--- src/rtl/stb_pkg.sv ---
// Shared types for the sync timebase.
// Assumes: nothing beyond a standard SystemVerilog compile.
package stb_pkg;
    // Direction of a sync pin as seen by the timebase
    typedef enum logic {
        PIN_DRIVE = 1'b0,
        PIN_SENSE = 1'b1
    } pin_mode_e;
endpackage

--- src/rtl/stb_edge_det.sv ---
// Two-flop sampler and rising-edge detector for one sync pin.
// Assumes the pin level is already synchronous to clk. The detector
// yields at most one pulse per low-to-high transition, and only while
// en is high.
module stb_edge_det (
    input  logic clk,
    input  logic rst_n,
    input  logic en,
    input  logic pin,
    output logic rise
);
    logic s1;
    logic s2;

    // Sample the pin and keep its previous sample
    always_ff @(posedge clk) begin
        if (!rst_n) begin
            s1 <= 1'b0;
            s2 <= 1'b0;
        end else begin
            s1 <= pin;
            s2 <= s1;
        end
    end

    // A transition seen between the two samples is an edge
    assign rise = en & s1 & ~s2;
endmodule

--- src/rtl/stb_bit_ctr.sv ---
// Bit position counter within one frame, reloadable.
// Assumes load_val < BITS_PER_FRAME. The wrap flag marks the last bit
// of a frame when no reload is taking place.
module stb_bit_ctr #(
    parameter  int BITS_PER_FRAME = 193,
    localparam int BW = $clog2(BITS_PER_FRAME)
) (
    input  logic          clk,
    input  logic          rst_n,
    input  logic          load,
    input  logic [BW-1:0] load_val,
    output logic [BW-1:0] cnt,
    output logic          wrap
);
    localparam logic [BW-1:0] LAST = BW'(BITS_PER_FRAME - 1);

    // Count bits, wrap at frame end, or jump to the reload value
    always_ff @(posedge clk) begin
        if (!rst_n)
            cnt <= '0;
        else if (load)
            cnt <= load_val;
        else if (cnt == LAST)
            cnt <= '0;
        else
            cnt <= cnt + 1'b1;
    end

    // Frame boundary indication for the frame counter
    assign wrap = ~load & (cnt == LAST);
endmodule

--- src/rtl/stb_frame_ctr.sv ---
// Frame index counter within one multiframe.
// Assumes adv is a one-cycle pulse per frame. clr takes priority.
module stb_frame_ctr #(
    parameter  int FRAMES_PER_MF = 48,
    localparam int FW = $clog2(FRAMES_PER_MF)
) (
    input  logic          clk,
    input  logic          rst_n,
    input  logic          clr,
    input  logic          adv,
    output logic [FW-1:0] cnt
);
    localparam logic [FW-1:0] LAST = FW'(FRAMES_PER_MF - 1);

    // Advance per frame, wrap at multiframe end, clear on re-anchor
    always_ff @(posedge clk) begin
        if (!rst_n)
            cnt <= '0;
        else if (clr)
            cnt <= '0;
        else if (adv)
            cnt <= (cnt == LAST) ? '0 : cnt + 1'b1;
    end
endmodule

--- src/rtl/sync_timebase.sv ---
// Frame/multiframe sync timebase with flywheel.
// One counter chain (bit, then frame) either free-runs or is
// re-anchored by sensed sync edges. Strobes fire at bit position
// ofs_i. Assumes ofs_i < BITS_PER_FRAME and BITS_PER_FRAME >= 16.
module sync_timebase #(
    parameter  int BITS_PER_FRAME = 193,
    parameter  int FRAMES_PER_MF  = 48,
    localparam int BW = $clog2(BITS_PER_FRAME),
    localparam int SW = BW - 3,
    localparam int FW = $clog2(FRAMES_PER_MF)
) (
    input  logic          clk,
    input  logic          rst_n,
    input  logic [BW-1:0] ofs_i,
    input  logic          fs_dir_i,
    input  logic          ms_dir_i,
    input  logic          fs_pin_i,
    input  logic          ms_pin_i,
    output logic          fs_o,
    output logic          fs_oe_o,
    output logic          ms_o,
    output logic          ms_oe_o,
    output logic          fs_strb_o,
    output logic          ms_strb_o,
    output logic [BW-1:0] bit_cnt_o,
    output logic [SW-1:0] slot_cnt_o,
    output logic [FW-1:0] frame_cnt_o
);
    import stb_pkg::*;

    localparam int NPIN = 2;          // index 0: frame pin, 1: multiframe pin

    pin_mode_e           mode_v [NPIN];
    logic [NPIN-1:0]     pin_v;
    logic [NPIN-1:0]     rise_v;
    logic                reload;
    logic                wrap;
    logic [BW-1:0]       bit_cnt;
    logic [FW-1:0]       frame_cnt;

    // Pin direction and level gathering
    assign mode_v[0] = pin_mode_e'(fs_dir_i);
    assign mode_v[1] = pin_mode_e'(ms_dir_i);
    assign pin_v     = {ms_pin_i, fs_pin_i};

    // One edge detector per sync pin, enabled only in sense mode
    for (genvar g = 0; g < NPIN; g++) begin : g_pin
        stb_edge_det u_ed (
            .clk  (clk),
            .rst_n(rst_n),
            .en   (mode_v[g] == PIN_SENSE),
            .pin  (pin_v[g]),
            .rise (rise_v[g])
        );
    end

    // Any sensed edge reloads the bit position
    assign reload = |rise_v;

    stb_bit_ctr #(.BITS_PER_FRAME(BITS_PER_FRAME)) u_bit (
        .clk     (clk),
        .rst_n   (rst_n),
        .load    (reload),
        .load_val(ofs_i),
        .cnt     (bit_cnt),
        .wrap    (wrap)
    );

    stb_frame_ctr #(.FRAMES_PER_MF(FRAMES_PER_MF)) u_frm (
        .clk  (clk),
        .rst_n(rst_n),
        .clr  (rise_v[1]),
        .adv  (wrap),
        .cnt  (frame_cnt)
    );

    // Strobes decoded from the counter chain
    assign fs_strb_o = (bit_cnt == ofs_i);
    assign ms_strb_o = fs_strb_o & (frame_cnt == '0);

    // Pin drivers, disabled in sense mode
    assign fs_oe_o = (mode_v[0] == PIN_DRIVE);
    assign ms_oe_o = (mode_v[1] == PIN_DRIVE);
    assign fs_o    = fs_oe_o & fs_strb_o;
    assign ms_o    = ms_oe_o & ms_strb_o;

    // Position outputs
    assign bit_cnt_o   = bit_cnt;
    assign slot_cnt_o  = bit_cnt[BW-1:3];
    assign frame_cnt_o = frame_cnt;
endmodule

--- config.mk ---
export PLATFORM = sky130hd
export DESIGN_NAME = sync_timebase
export DESIGN_NICKNAME = d
export VERILOG_FILES = /design/src/rtl/stb_pkg.sv /design/src/rtl/stb_edge_det.sv /design/src/rtl/stb_bit_ctr.sv /design/src/rtl/stb_frame_ctr.sv /design/src/rtl/sync_timebase.sv
export SDC_FILE = /design/constraint.sdc
export NUM_CORES = 1
export LEC_CHECK = 0
export BUFFER_PORTS_ARGS = -buffer_cell sky130_fd_sc_hd__buf_2
export CAP_MARGIN = 20
export CELL_PAD_IN_SITES_DETAIL_PLACEMENT = 0
export CELL_PAD_IN_SITES_GLOBAL_PLACEMENT = 1
export CORE_MARGIN = 2
export CORE_UTILIZATION = 30
export CTS_CLUSTER_DIAMETER = 150
export DETAILED_ROUTE_END_ITERATION = 10
export PLACE_DENSITY = 0.69
export SLEW_MARGIN = 0
export SYNTH_ARGS = -nofsm -noshare
export SYNTH_HDL_FRONTEND = slang
export SYNTH_SLANG_ARGS = --single-unit
--- constraint.sdc ---
create_clock -name clk -period 2.16 [get_ports clk]
set_input_delay 0.108 -clock clk [delete_from_list [all_inputs] [get_ports clk]]
set_output_delay 0.108 -clock clk [all_outputs]
set_load 0.02 [all_outputs]
; ---- Word-level counts from Yosys, hierarchy flattened
; Index checks and enable logic that the tools add are counted.
[totals]
ff_bits = 18
elab_cells = 31
[classes]
add_sub_neg = 2
eq_ne = 3
n_reduce_logical = 3
n_bitwise = 14
muxes = 3
[ops]
columns = cell, n
row1 = two-way mux 8 bit, 2
row2 = adder 8 x 1 -> 8 bit (second input constant), 1
row3 = AND 1 bit, 8
row4 = == test 8 bit, 1
row5 = == test 8 bit (second input constant), 1
row6 = adder 6 x 1 -> 6 bit (second input constant), 1
row7 = == test 6 bit (second input constant), 1
row8 = zero test 6 bit, 1
row9 = two-way mux 6 bit, 1
row10 = NOT 1 bit, 6
row11 = OR reduction 2 bit, 2

; ---- Depth between registers and ports, before layout
[logic_depth]
ltp_word = 5
ltp_mapped = 7

; ---- Cells and area by module
; A second synthesis with hierarchy kept.
[hier_totals]
cells_unflattened = 117
area_unflattened_um2 = 1043.5
[by_module_without_submodules]
columns = mod, cells_each, n_inst, area_each_um2, seq_area_each_um2
row1 = stb_bit_ctr, 51, 1, 452.9, 160.2
row2 = stb_frame_ctr, 31, 1, 287.8, 120.1
row3 = sync_timebase, 25, 1, 180.2, 0.0
row4 = stb_edge_det, 5, 2, 61.3, 40.0

; ---- Worst setup path after synthesis
; OpenSTA, ideal clock, no wires.
[synth_path]
path_type = flip-flop to flip-flop
from = register u_bit.cnt[0]
to = register u_frm.cnt[5]
slack_ns = 0.209
arrival_time_ns = 1.876
setup_time_ns = 0.074
t_required_ns = 2.086
stages_incl_launch_ff = 8
cell_sequence = dfxtp_1 > inv_1 > ha_1 > nand4b_4 > nor4_4 > nand3_2 > or4b_1 > a31oi_1
[synth_between]
elab_chain_cells = 2
[synth_lines]
columns = element, line_no
row1 = from (decl), stb_bit_ctr.sv:12  ; output logic [BW-1:0] cnt,
row2 = from (signal assigned), stb_bit_ctr.sv:22  ; cnt <= load_val;
row3 = from (signal assigned), stb_bit_ctr.sv:26  ; cnt <= cnt + 1'b1;
row4 = == test 8 bit, stb_bit_ctr.sv:30  ; assign wrap = ~load & (cnt == LAST);
row5 = AND 1 bit, stb_bit_ctr.sv:30
row6 = to (signal assigned), stb_frame_ctr.sv:22  ; cnt <= (cnt == LAST) ? '0 : cnt + 1'b1;
row7 = to (decl), stb_frame_ctr.sv:11  ; output logic [FW-1:0] cnt
; Every way passes these cells.
; A chain may end at the register's enable or synchronous reset.

; ---- Worst setup path after layout
[layout_path]
from = register u_bit.cnt[6]
to = output ms_o
[layout_between]
elab_chain_cells = 3
[layout_lines]
columns = element, line_no
row1 = == test 8 bit, sync_timebase.sv:78  ; assign fs_strb_o = (bit_cnt == ofs_i);
row2 = AND 1 bit, sync_timebase.sv:79  ; assign ms_strb_o = fs_strb_o & (frame_cnt == '0);
row3 = AND 1 bit, sync_timebase.sv:85  ; assign ms_o = ms_oe_o & ms_strb_o;
row4 = to (decl), sync_timebase.sv:21  ; output logic ms_o,
; Every way passes these cells.

==> flow_metrics.py <==
metrics = {
    "global_routing": {
        "grt_max_degree": 16,
        "grtUsageMet3": 0.0414,
        "busiest_layer": "met2",
        "grt_use_met1": 0.160,
        "grt_use_met2": 0.213,
        "overflow": 0,
        "grt.total_usage": 0.126,
        "antenna_found_initial": 0,
        "grt_pass1_wl_um": 4040,
        "grt_pass1_vias": 872,
    },
    "synth": {
        "yosys-top-cells-area": "dfxtp_1, xnor2_1, ha_1",
        "synth_top_area_share": 0.346,
        "synth_area_um2": 1040,
        "syn_area_per_cell_um2": 8.82,
        "synth_async_sr_flop_share": 0,
        "ys_seq_area_frac": 0.346,
        "synth_top_area_cell": "dfxtp_1",
        "ys_warn_count": 0,
        "syn_nets": 136,
        "ys_ff_latch": 18,
        "synth-main-ff-cell": "dfxtp_1",
        "synth_edf_count": 0,
        "synth.distinct_cells": 30,
        "postSynthCellCount": 118,
    },
    "drt": {
        "wl_per_cell_um": 11.8,
        "drt-vias-per-instance": 4.70,
        "drtPass1Iterations": 4,
        "vias": 958,
        "drcViolationCount": 0,
        "wirelength_um": 2420,
        "ant_nets": 0,
        "first_iter_violations": 18,
    },
    "timing": {
        "skew_ns": 0.00127,
        "max_slew_margin": 0.641,
        "grt_setup_unrepaired": "false",
        "min_period_over_period": 0.912,
        "setup_ws_ns": 0.190,
        "slew_viol_final": 0,
        "hold_slack_ns": 0.0453,
        "fin_setup_tns_ns": 0,
        "finalSetupViolCount": 0,
        "fmax_mhz": 508,
        "worstMarginPinSlew_ns": 0.536,
        "hold_viol": 0,
        "period_minus_slack_ns": 1.97,
    },
    "cts": {
        "cts-resized-gates": 0,
        "clk_latency_ns": 0.30,
        "clk_pin_slew_ns": 0.11,
        "cts_num_sinks": 18,
        "post_cts_buffers": 0,
        "clk_root_buffer_cell": "clkbuf_4",
        "cts_max_path_buffers": 2,
        "cts_tree": "built",
        "numCtsBuffers": 3,
        "htreeDepth": 1,
    },
    "outcome": {
        "status": "finished clean",
    },
    "layout": {
        "nFillCells": 368,
        "final_cell_mix": "buf_2, dfxtp_1, xnor2_1",
        "synthToLayoutAreaGrowth_pct": 26.7,
        "num_antenna_cells": 0,
        "final_common_cell": "buf_2",
        "layout-drive-gt1-share": 0.297,
        "layout.nets": 177,
    },
    "pwr": {
        "p_sw_frac": 0.291,
        "power_switching_uw": 210,
        "ir_drop_mv": 0.426,
        "p_comb_frac": 0.190,
        "p_leak_nw": 0.588,
        "p_clk_frac": 0.296,
        "intPower_uw": 511,
        "power_frac_seq": 0.514,
        "power_density_nw_per_um2": 547,
    },
    "setup_path": {
        "worstPathMaxFanout": 6,
        "start_kind": "register",
        "worstPathRequired_ns": 2.05,
        "critPathKind": "reg -> out",
        "endpoint_kind": "output pin",
        "cp.arrival_ns": 1.86,
    },
    "die": {
        "core_region_area_um2": 3340,
        "rows": 21,
        "ios": 39,
        "initial_utilization": 0.312,
        "dieHeight_um": 62.9,
        "die-area_um2": 3960,
        "die_x_um": 62.9,
    },
    "placed_design": {
        "port_buffers": 38,
        "hpwl_um": 1910,
        "place_congestion": 0.727,
        "place_ws_ns": 0.341,
    },
    "flow_run": {
        "cap_violations": 0,
    },
    "worst_hold_path": {
        "hold_class": "in -> reg",
    },
}
[area by class of cell]
| class | instances | area [um^2] | area share |
|---|---|---|---|
| inverters | 6 | 22.5 | 0.0171 |
| repair buffers | 42 | 225 | 0.171 |
| clock buffers | 4 | 36.3 | 0.0275 |
| well taps | 46 | 57.6 | 0.0436 |
| flip-flops and latches | 18 | 360 | 0.273 |
| multi-input cells | 88 | 617 | 0.468 |
[cell families (layout without fill, tap and decap cells)]
family,after synthesis,count (layout),synth area share
fa+ha+maj,4,4,0.0481
compound gates,16,16,0.105
simple gates,51,51,0.296
xor+xnor,16,16,0.135
mux,1,1,0.00962
buf+inv,12,52,0.0613
flops,18,18,0.346
[worst max-delay path, stage by stage (launching register included)]
cell	delay [ns]
dfxtp_1	0.56
xnor2_1	0.17
nand4_1	0.16
nor2_1	0.19
and4_1	0.22
and2_1	0.11
buf_2	0.15
[final timing paths]
kind	from	to	slack (ns)	cells after the start
worst max-delay path	u_bit.cnt[6]	ms_o	0.19	6
worst min-delay path	ofs_i[7]	u_bit.cnt[7]	0.05	3
worst max register to register	u_bit.cnt[0]	u_bit.cnt[1]	0.33	8
worst min register to register	g_pin[0].u_ed.s1	g_pin[0].u_ed.s2	0.47	1
[repair_timing]
action                                  in CTS  in global routing
hold buffers                                 2                  0
hold endpoints to repair                     2                  0
endpoints found under the setup margin       0                  0
[synth_stat cells (3+ instances only)]
cell type / n
dfxtp_1: 18
xnor2_1: 12
nand2_1: 8
nand3_1: 8
nor2_1: 8
nor2b_1: 7
a22oi_1: 6
and2_1: 6
inv_1: 6
buf_4: 5
ha_1: 4
nor3_1: 4
xor2_1: 4
nand4_1: 3
[metrics by stage]
| stage | util | area (um^2) | cells | total power, mW |
|---|---|---|---|---|
| floorplan | - | 1040 | 118 | 0.468 |
| global placement | 0.378 | 1260 | 198 | 0.514 |
| detailed placement | 0.378 | 1260 | 198 | 0.514 |
| CTS | 0.395 | 1320 | 204 | 0.731 |
| global route | 0.395 | 1320 | 204 | 0.762 |
| finish | 0.395 | 1320 | 204 | 0.721 |
[power by group through the flow]
stage	Clock, mW	Combinational, mW	Sequential (mW)
2_1_floorplan	0	0.0810	0.387
3_3_place_gp	0	0.136	0.377
3_5_place_dp	0	0.135	0.379
4_1_cts	0.222	0.139	0.371
5_1_grt	0.236	0.152	0.374
6_report	0.213	0.137	0.370
[registers in the layout, summed over array words and instances (netlist names)]
register       flops
g_pin.u_ed.s2      2
u_bit.cnt          8
u_frm.cnt          6
g_pin.u_ed.s1      2
[routing by layer]
metal  wire, um  part of all wire  up-vias
met5          0                 0        -
met4          0                 0        0
met3        147             0.061        0
met2       1110              0.46       29
met1       1160              0.48      442
li1           -                 -      487
Note: power is estimated with default switching activity, not from simulation.
